--- src/rtl/rm_addr_pkg.sv ---
package rm_addr_pkg;
  typedef enum logic {
    MODE_REAL = 1'b0,
    MODE_PROT = 1'b1
  } addr_mode_e;
endpackage

--- src/rtl/rm_seg_adder.sv ---
// Combinational segment:offset sum, zero-extended to the bus width.
module rm_seg_adder #(
  parameter int SEG_W = 16,
  parameter int OFF_W = 16,
  parameter int SHIFT = 4,
  parameter int OUT_W = 24
) (
  input  logic [SEG_W-1:0] seg_i,
  input  logic [OFF_W-1:0] off_i,
  output logic [OUT_W-1:0] sum_o
);
  logic [OUT_W-1:0] seg_ext;
  logic [OUT_W-1:0] off_ext;

  always_comb begin
    seg_ext = OUT_W'(seg_i) << SHIFT;
    off_ext = OUT_W'(off_i);
    sum_o   = seg_ext + off_ext;
  end
endmodule

--- src/rtl/rm_gate_reg.sv ---
// One-bit software gate register; a write lands on the next edge.
module rm_gate_reg (
  input  logic clk,
  input  logic rst,
  input  logic we_i,
  input  logic wdata_i,
  output logic state_o
);
  always_ff @(posedge clk) begin
    if (rst) state_o <= 1'b0;
    else if (we_i) state_o <= wdata_i;
  end
endmodule

--- src/rtl/rm_bit_gate.sv ---
// Clears a single bit position of a word unless the gate passes it.
module rm_bit_gate #(
  parameter int W   = 24,
  parameter int BIT = 20
) (
  input  logic [W-1:0] in_i,
  input  logic         pass_i,
  output logic [W-1:0] out_o
);
  for (genvar g = 0; g < W; g++) begin : g_bit
    if (g == BIT) begin : g_gated
      assign out_o[g] = in_i[g] & pass_i;
    end else begin : g_thru
      assign out_o[g] = in_i[g];
    end
  end
endmodule

--- src/rtl/rm_addr_gen.sv ---
module rm_addr_gen #(
  parameter int SEG_W    = 16,
  parameter int OFF_W    = 16,
  parameter int SHIFT    = 4,
  parameter int ADDR_W   = 24,
  parameter int GATE_BIT = 20
) (
  input  logic              clk,
  input  logic              rst,
  input  logic              req_valid_i,
  input  logic              prot_mode_i,
  input  logic [SEG_W-1:0]  seg_i,
  input  logic [OFF_W-1:0]  off_i,
  input  logic [ADDR_W-1:0] lin_addr_i,
  input  logic              gate_we_i,
  input  logic              gate_wdata_i,
  output logic              gate_state_o,
  output logic [ADDR_W-1:0] addr_o,
  output logic              addr_valid_o
);
  import rm_addr_pkg::*;

  addr_mode_e        mode;
  logic [ADDR_W-1:0] real_addr;
  logic [ADDR_W-1:0] sel_addr;
  logic [ADDR_W-1:0] gated_addr;

  assign mode = addr_mode_e'(prot_mode_i);

  rm_seg_adder #(
    .SEG_W(SEG_W), .OFF_W(OFF_W), .SHIFT(SHIFT), .OUT_W(ADDR_W)
  ) u_adder (
    .seg_i(seg_i),
    .off_i(off_i),
    .sum_o(real_addr)
  );

  rm_gate_reg u_gate (
    .clk    (clk),
    .rst    (rst),
    .we_i   (gate_we_i),
    .wdata_i(gate_wdata_i),
    .state_o(gate_state_o)
  );

  always_comb begin
    sel_addr = (mode == MODE_PROT) ? lin_addr_i : real_addr;
  end

  rm_bit_gate #(.W(ADDR_W), .BIT(GATE_BIT)) u_mask (
    .in_i  (sel_addr),
    .pass_i(gate_state_o),
    .out_o (gated_addr)
  );

  always_ff @(posedge clk) begin
    if (rst) begin
      addr_o       <= '0;
      addr_valid_o <= 1'b0;
    end else begin
      addr_valid_o <= req_valid_i;
      if (req_valid_i) addr_o <= gated_addr;
    end
  end
endmodule

--- config.mk ---
export PLATFORM = sky130hd
export DESIGN_NAME = rm_addr_gen
export DESIGN_NICKNAME = d
export VERILOG_FILES = /design/src/rtl/rm_addr_pkg.sv /design/src/rtl/rm_seg_adder.sv /design/src/rtl/rm_gate_reg.sv /design/src/rtl/rm_bit_gate.sv /design/src/rtl/rm_addr_gen.sv
export SDC_FILE = /design/constraint.sdc
export NUM_CORES = 1
export LEC_CHECK = 0
export CAP_MARGIN = 10
export CORE_UTILIZATION = 40
export CTS_BUF_LIST = sky130_fd_sc_hd__clkbuf_8
export CTS_CLUSTER_SIZE = 8
export DETAILED_ROUTE_END_ITERATION = 12
export DONT_BUFFER_PORTS = 1
export PLACE_DENSITY = 0.53
export SLEW_MARGIN = 5
export SYNTH_ARGS = -nofsm -noshare
export SYNTH_HDL_FRONTEND = slang
export SYNTH_HIERARCHICAL = 1
export SYNTH_SLANG_ARGS = --single-unit
export TNS_END_PERCENT = 1
--- constraint.sdc ---
create_clock -name clk -period 3.3 [get_ports clk]
set_clock_uncertainty 0.15 [all_clocks]
set_input_delay 0.66 -clock clk [delete_from_list [all_inputs] [get_ports clk]]
set_output_delay 0.66 -clock clk [all_outputs]
set_load 0.005 [all_outputs]
After elaboration in Yosys (flattened, before gate mapping)
Cells that the tools add are included.

operators by class
  $add $sub $neg = 1
  multiplexer cells = 1
  bitwise gates (word level) = 1

operator list
  operator          number
  $mux W24          1
  $add A20 B16 Y21  1
  $and A1 B1 Y1     1

storage, ports and cells
  register bits after elaboration = 26
  input bits = 62
  output and inout port bits = 26
  word-level logic and storage cells = 6

Logic depth before layout (Yosys ltp)
  depth in word-level cells = 3
  mapped depth = 11
  depth with buffers taken out = 11

Modules after synthesis
The synthesis kept the hierarchy.

modules (own cells, without submodules)
  module        instances  cells an instance  area each (um2)  sequential area each (um2)
  rm_addr_gen   1          107                1288.7           500.5
  rm_seg_adder  1          88                 709.4            0.0
  rm_bit_gate   1          24                 178.9            0.0
  rm_gate_reg   1          3                  33.8             20.0

Worst setup path before layout
OpenSTA, ideal clock, no wires.

  path kind = input port to flip-flop
  start point = input seg_i[0]
  end point = register addr_o[20]
  arrival = 2.759 ns
  setup slack = 0.264 ns
  cell stages on the path = 11
  path buffers = 0
  path through = ha_1 > fa_1 > a21o_1 > a221oi_2 > o221ai_2 > nor2_2 > and3b_1 > mux2_4 > and2_1 > mux2i_1 > nor2_1

between the ends
  word-level cells in the longest chain between the ends = 3

RTL lines
  item                    RTL line            text
  start: declaration      rm_addr_gen.sv:12   input logic [SEG_W-1:0] seg_i,
  $add A20 B16 Y21        rm_seg_adder.sv:18  sum_o = seg_ext + off_ext;
  via real_addr[20]       rm_addr_gen.sv:24   logic [ADDR_W-1:0] real_addr;
  $mux W24                rm_addr_gen.sv:47   sel_addr = (mode == MODE_PROT) ? lin_addr_i : real_addr;
  via sel_addr[20]        rm_addr_gen.sv:25   logic [ADDR_W-1:0] sel_addr;
  $and A1 B1 Y1           rm_bit_gate.sv:12   assign out_o[g] = in_i[g] & pass_i;
  via gated_addr[20]      rm_addr_gen.sv:26   logic [ADDR_W-1:0] gated_addr;
  end signal: assignment  rm_addr_gen.sv:62   if (req_valid_i) addr_o <= gated_addr;
  end: declaration        rm_addr_gen.sv:18   output logic [ADDR_W-1:0] addr_o,

The timed path passes the listed nets, and every way through them passes these cells.
A chain may end at the register's enable or synchronous reset.

Worst setup path after layout
Ends and elaborated chain as after synthesis.

==> flow_summary.toml <==
[finish]
diodes = 0
fin_cells = 259
fillers = 544
fin_nets = 266
drive_above_1_share = 0.196
syn2layout_area_growth_pct = -8.49

[cts]
post_cts_buffers = 0
postCtsHoldBufs = 0
htreeDepth = 1
clk_latency_ns = 0.26
cts-root-buf = "clkbuf_8"
clock-sinks = 26
cts_resized = 0
clockBufferDepth = 2
path_clk_slew_ns = 0.09
cts_tree = "built"
cts_made_buffers = 3

[drt]
via_per_inst = 5.12
vias = 1325
drt_pass1_iterations = 4
postRouteAntennaNets = 0
drt_iter0_markers = 33
drc = 0
totalWireLength_um = 3980
avgRoutedWirePerCell_um = 15.4

[synthesis]
yosysTopAreaCell = "dfxtp_1"
synth_cell_types = 43
syn-instance-count = 222
yosysWarnings = 6
ys_seq_area_frac = 0.235
synthFlopType = "dfxtp_1"
yosysMostFrequentCell = "buf_4"
synth_edf_count = 0
ys_top_cells_by_count = "30 x buf_4, 29 x nor2_1, 26 x dfxtp_1, 25 x mux2i_1, 20 x mux2_4"
ys_ff_latch = 26
synth-async-reset-ratio = 0
syn-cell-area_um2 = 2210
synth_area_leaders = "dfxtp_1 24%, mux2_4 14%, mux2i_1 11%"
avgSynthCellArea_um2 = 9.96
synth_top_cell_area_share = 0.235

[grt]
grt_pass1_vias = 1261
grt_antenna_before_repair = 0
gr-total-overflow = 0
grt_first_pass_wirelength_um = 6400
grt_max_degree = 27
grt_use_total = 0.137

[setup_path]
start_kind = "input pin"
crit_type = "in -> reg"
arrival_ns = 2.84
rr_worst_depth = 3
cp-end-kind = "flip-flop"
r2r_end = "addr_o[20]$_SDFFE_PP0P_"
r2r_slack_ns = 2.38
critPathMaxFanout = 2
cp.required_ns = 3.32
r2r_start = "u_gate/state_o$_SDFFE_PP0P_"

[sta]
fin_crit_ns = 2.83
setup_violations = 0
grt_setup_unrepaired = "false"
slew_violations = 0
finalCritPeriodShare = 0.857
fin_ws_ns = 0.472
setup-tns-final_ns = 0
holdWs_ns = 0.305
timing_hold_violations_final = 0
timing.fmax_mhz = 354

[flow_run]
cap_violations = 0

[die]
die_h_um = 76.3
start_util = 0.425
rows = 26
die_x_um = 76.3
die-area_um2 = 5830
core_region_area_um2 = 5200
ios = 88

[placed_design]
dp_cells = 256
port_buffers = 0
dp_hpwl_um = 3140
dpl_worst_slack_ns = 0.189
gp_congestion = 0.752

[power_and_ir_drop]
total_power_uw = 758
cellLeakagePower_uw = 0.000939
power_density_nw_per_um2 = 375
irDropWorstVdd_mv = 0.123

[status]
status = "finished, final reports clean"

[hold_path]
hp-class = "in -> reg"
min_from = "rst"
hold_end = "addr_o[2]$_SDFFE_PP0P_"
whs_path_depth = 1
registers in the layout, summed over array words and instances (netlist names):
signal / count
addr_o: 24
u_gate/state_o: 1
addr_valid_o: 1
per-stage QoR:
stage	area, um2	utilization
3_5_place_dp	1980	0.381
2_1_floorplan	2220	-
4_1_cts	2020	0.389
6_report	2020	0.389
5_1_grt	2020	0.389
3_3_place_gp	1980	0.381
metal layers:
| layer | part of all wire | GRT usage | wire (um) |
|---|---|---|---|
| met1 | 0.43 | 0.158 | 1720 |
| met2 | 0.49 | 0.249 | 1970 |
| met3 | 0.065 | 0.0251 | 259 |
| met4 | 0.0085 | 0.0519 | 34 |
| met5 | 0 | 0 | 0 |
worst max-delay path by stage:
stage                     startpoint                      end  slack (ns)
final                       seg_i[0]  addr_o[20]$_SDFFE_PP0P_        0.47
after global routing        seg_i[0]  addr_o[20]$_SDFFE_PP0P_        0.41
after CTS                   seg_i[0]  addr_o[20]$_SDFFE_PP0P_        0.47
after detailed placement    seg_i[0]  addr_o[20]$_SDFFE_PP0P_        0.19
after global placement      seg_i[0]  addr_o[20]$_SDFFE_PP0P_        0.19
after floorplan             seg_i[0]  addr_o[20]$_SDFFE_PP0P_        0.26
worst max-delay path: stages:
cell,delay (ns)
ha_1,0.20
fa_1,0.40
a21o_1,0.22
a221oi_2,0.32
o221ai_2,0.16
nor2_2,0.12
and3b_1,0.18
mux2_4,0.25
and2_1,0.15
mux2i_1,0.13
nor2_1,0.05
power breakdown:
part | internal [uW] | leakage [uW] | switching (uW) | total, uW
Clock | 81.7 | 0.0000216 | 94.6 | 176
Sequential | 339 | 0.000215 | 19.9 | 359
Combinational | 132 | 0.000703 | 90.5 | 223
cells in the final DEF, fill, tap and decap left out, types with 2 or more instances in the layout:
cell type,synthesis,layout
nand3b_1,2,2
a211oi_1,2,2
and3_1,4,4
clkbuf_8,0,3
xor2_1,5,5
a21o_1,5,5
nor2_1,29,29
mux2_2,4,4
nand2_1,6,6
inv_1,2,2
mux2i_1,25,25
xnor2_1,9,9
mux2_4,20,20
dfxtp_1,26,26
conb_1,1,3
and2_1,2,2
nor2b_1,3,3
ha_1,12,12
a21oi_1,7,7
kinds of logic (layout without fill, tap and decap cells):
family                   count (synthesis)  in the layout  share of synthesized area
flip-flops                              26             26                      0.235
multiplexers                            49             49                      0.269
adder cells (fa/ha/maj)                 13             13                     0.0770
other                                    1              3                    0.00170
AO/OA/AOI/OAI                           27             27                      0.101
buffers and inverters                   41              6                      0.153
AND/OR/NAND/NOR                         51             51                      0.106
XOR/XNOR                                14             14                     0.0555
layout make-up:
cell class,instances,area [um2],area share
clock buffers,3,41.3,0.0204
flip-flops and latches,26,520,0.257
inverters,2,7.51,0.00371
repair buffers,1,7.51,0.00371
well taps,70,87.6,0.0433
multi-input cells,157,1360,0.672
(Power assumes the default switching activity.)
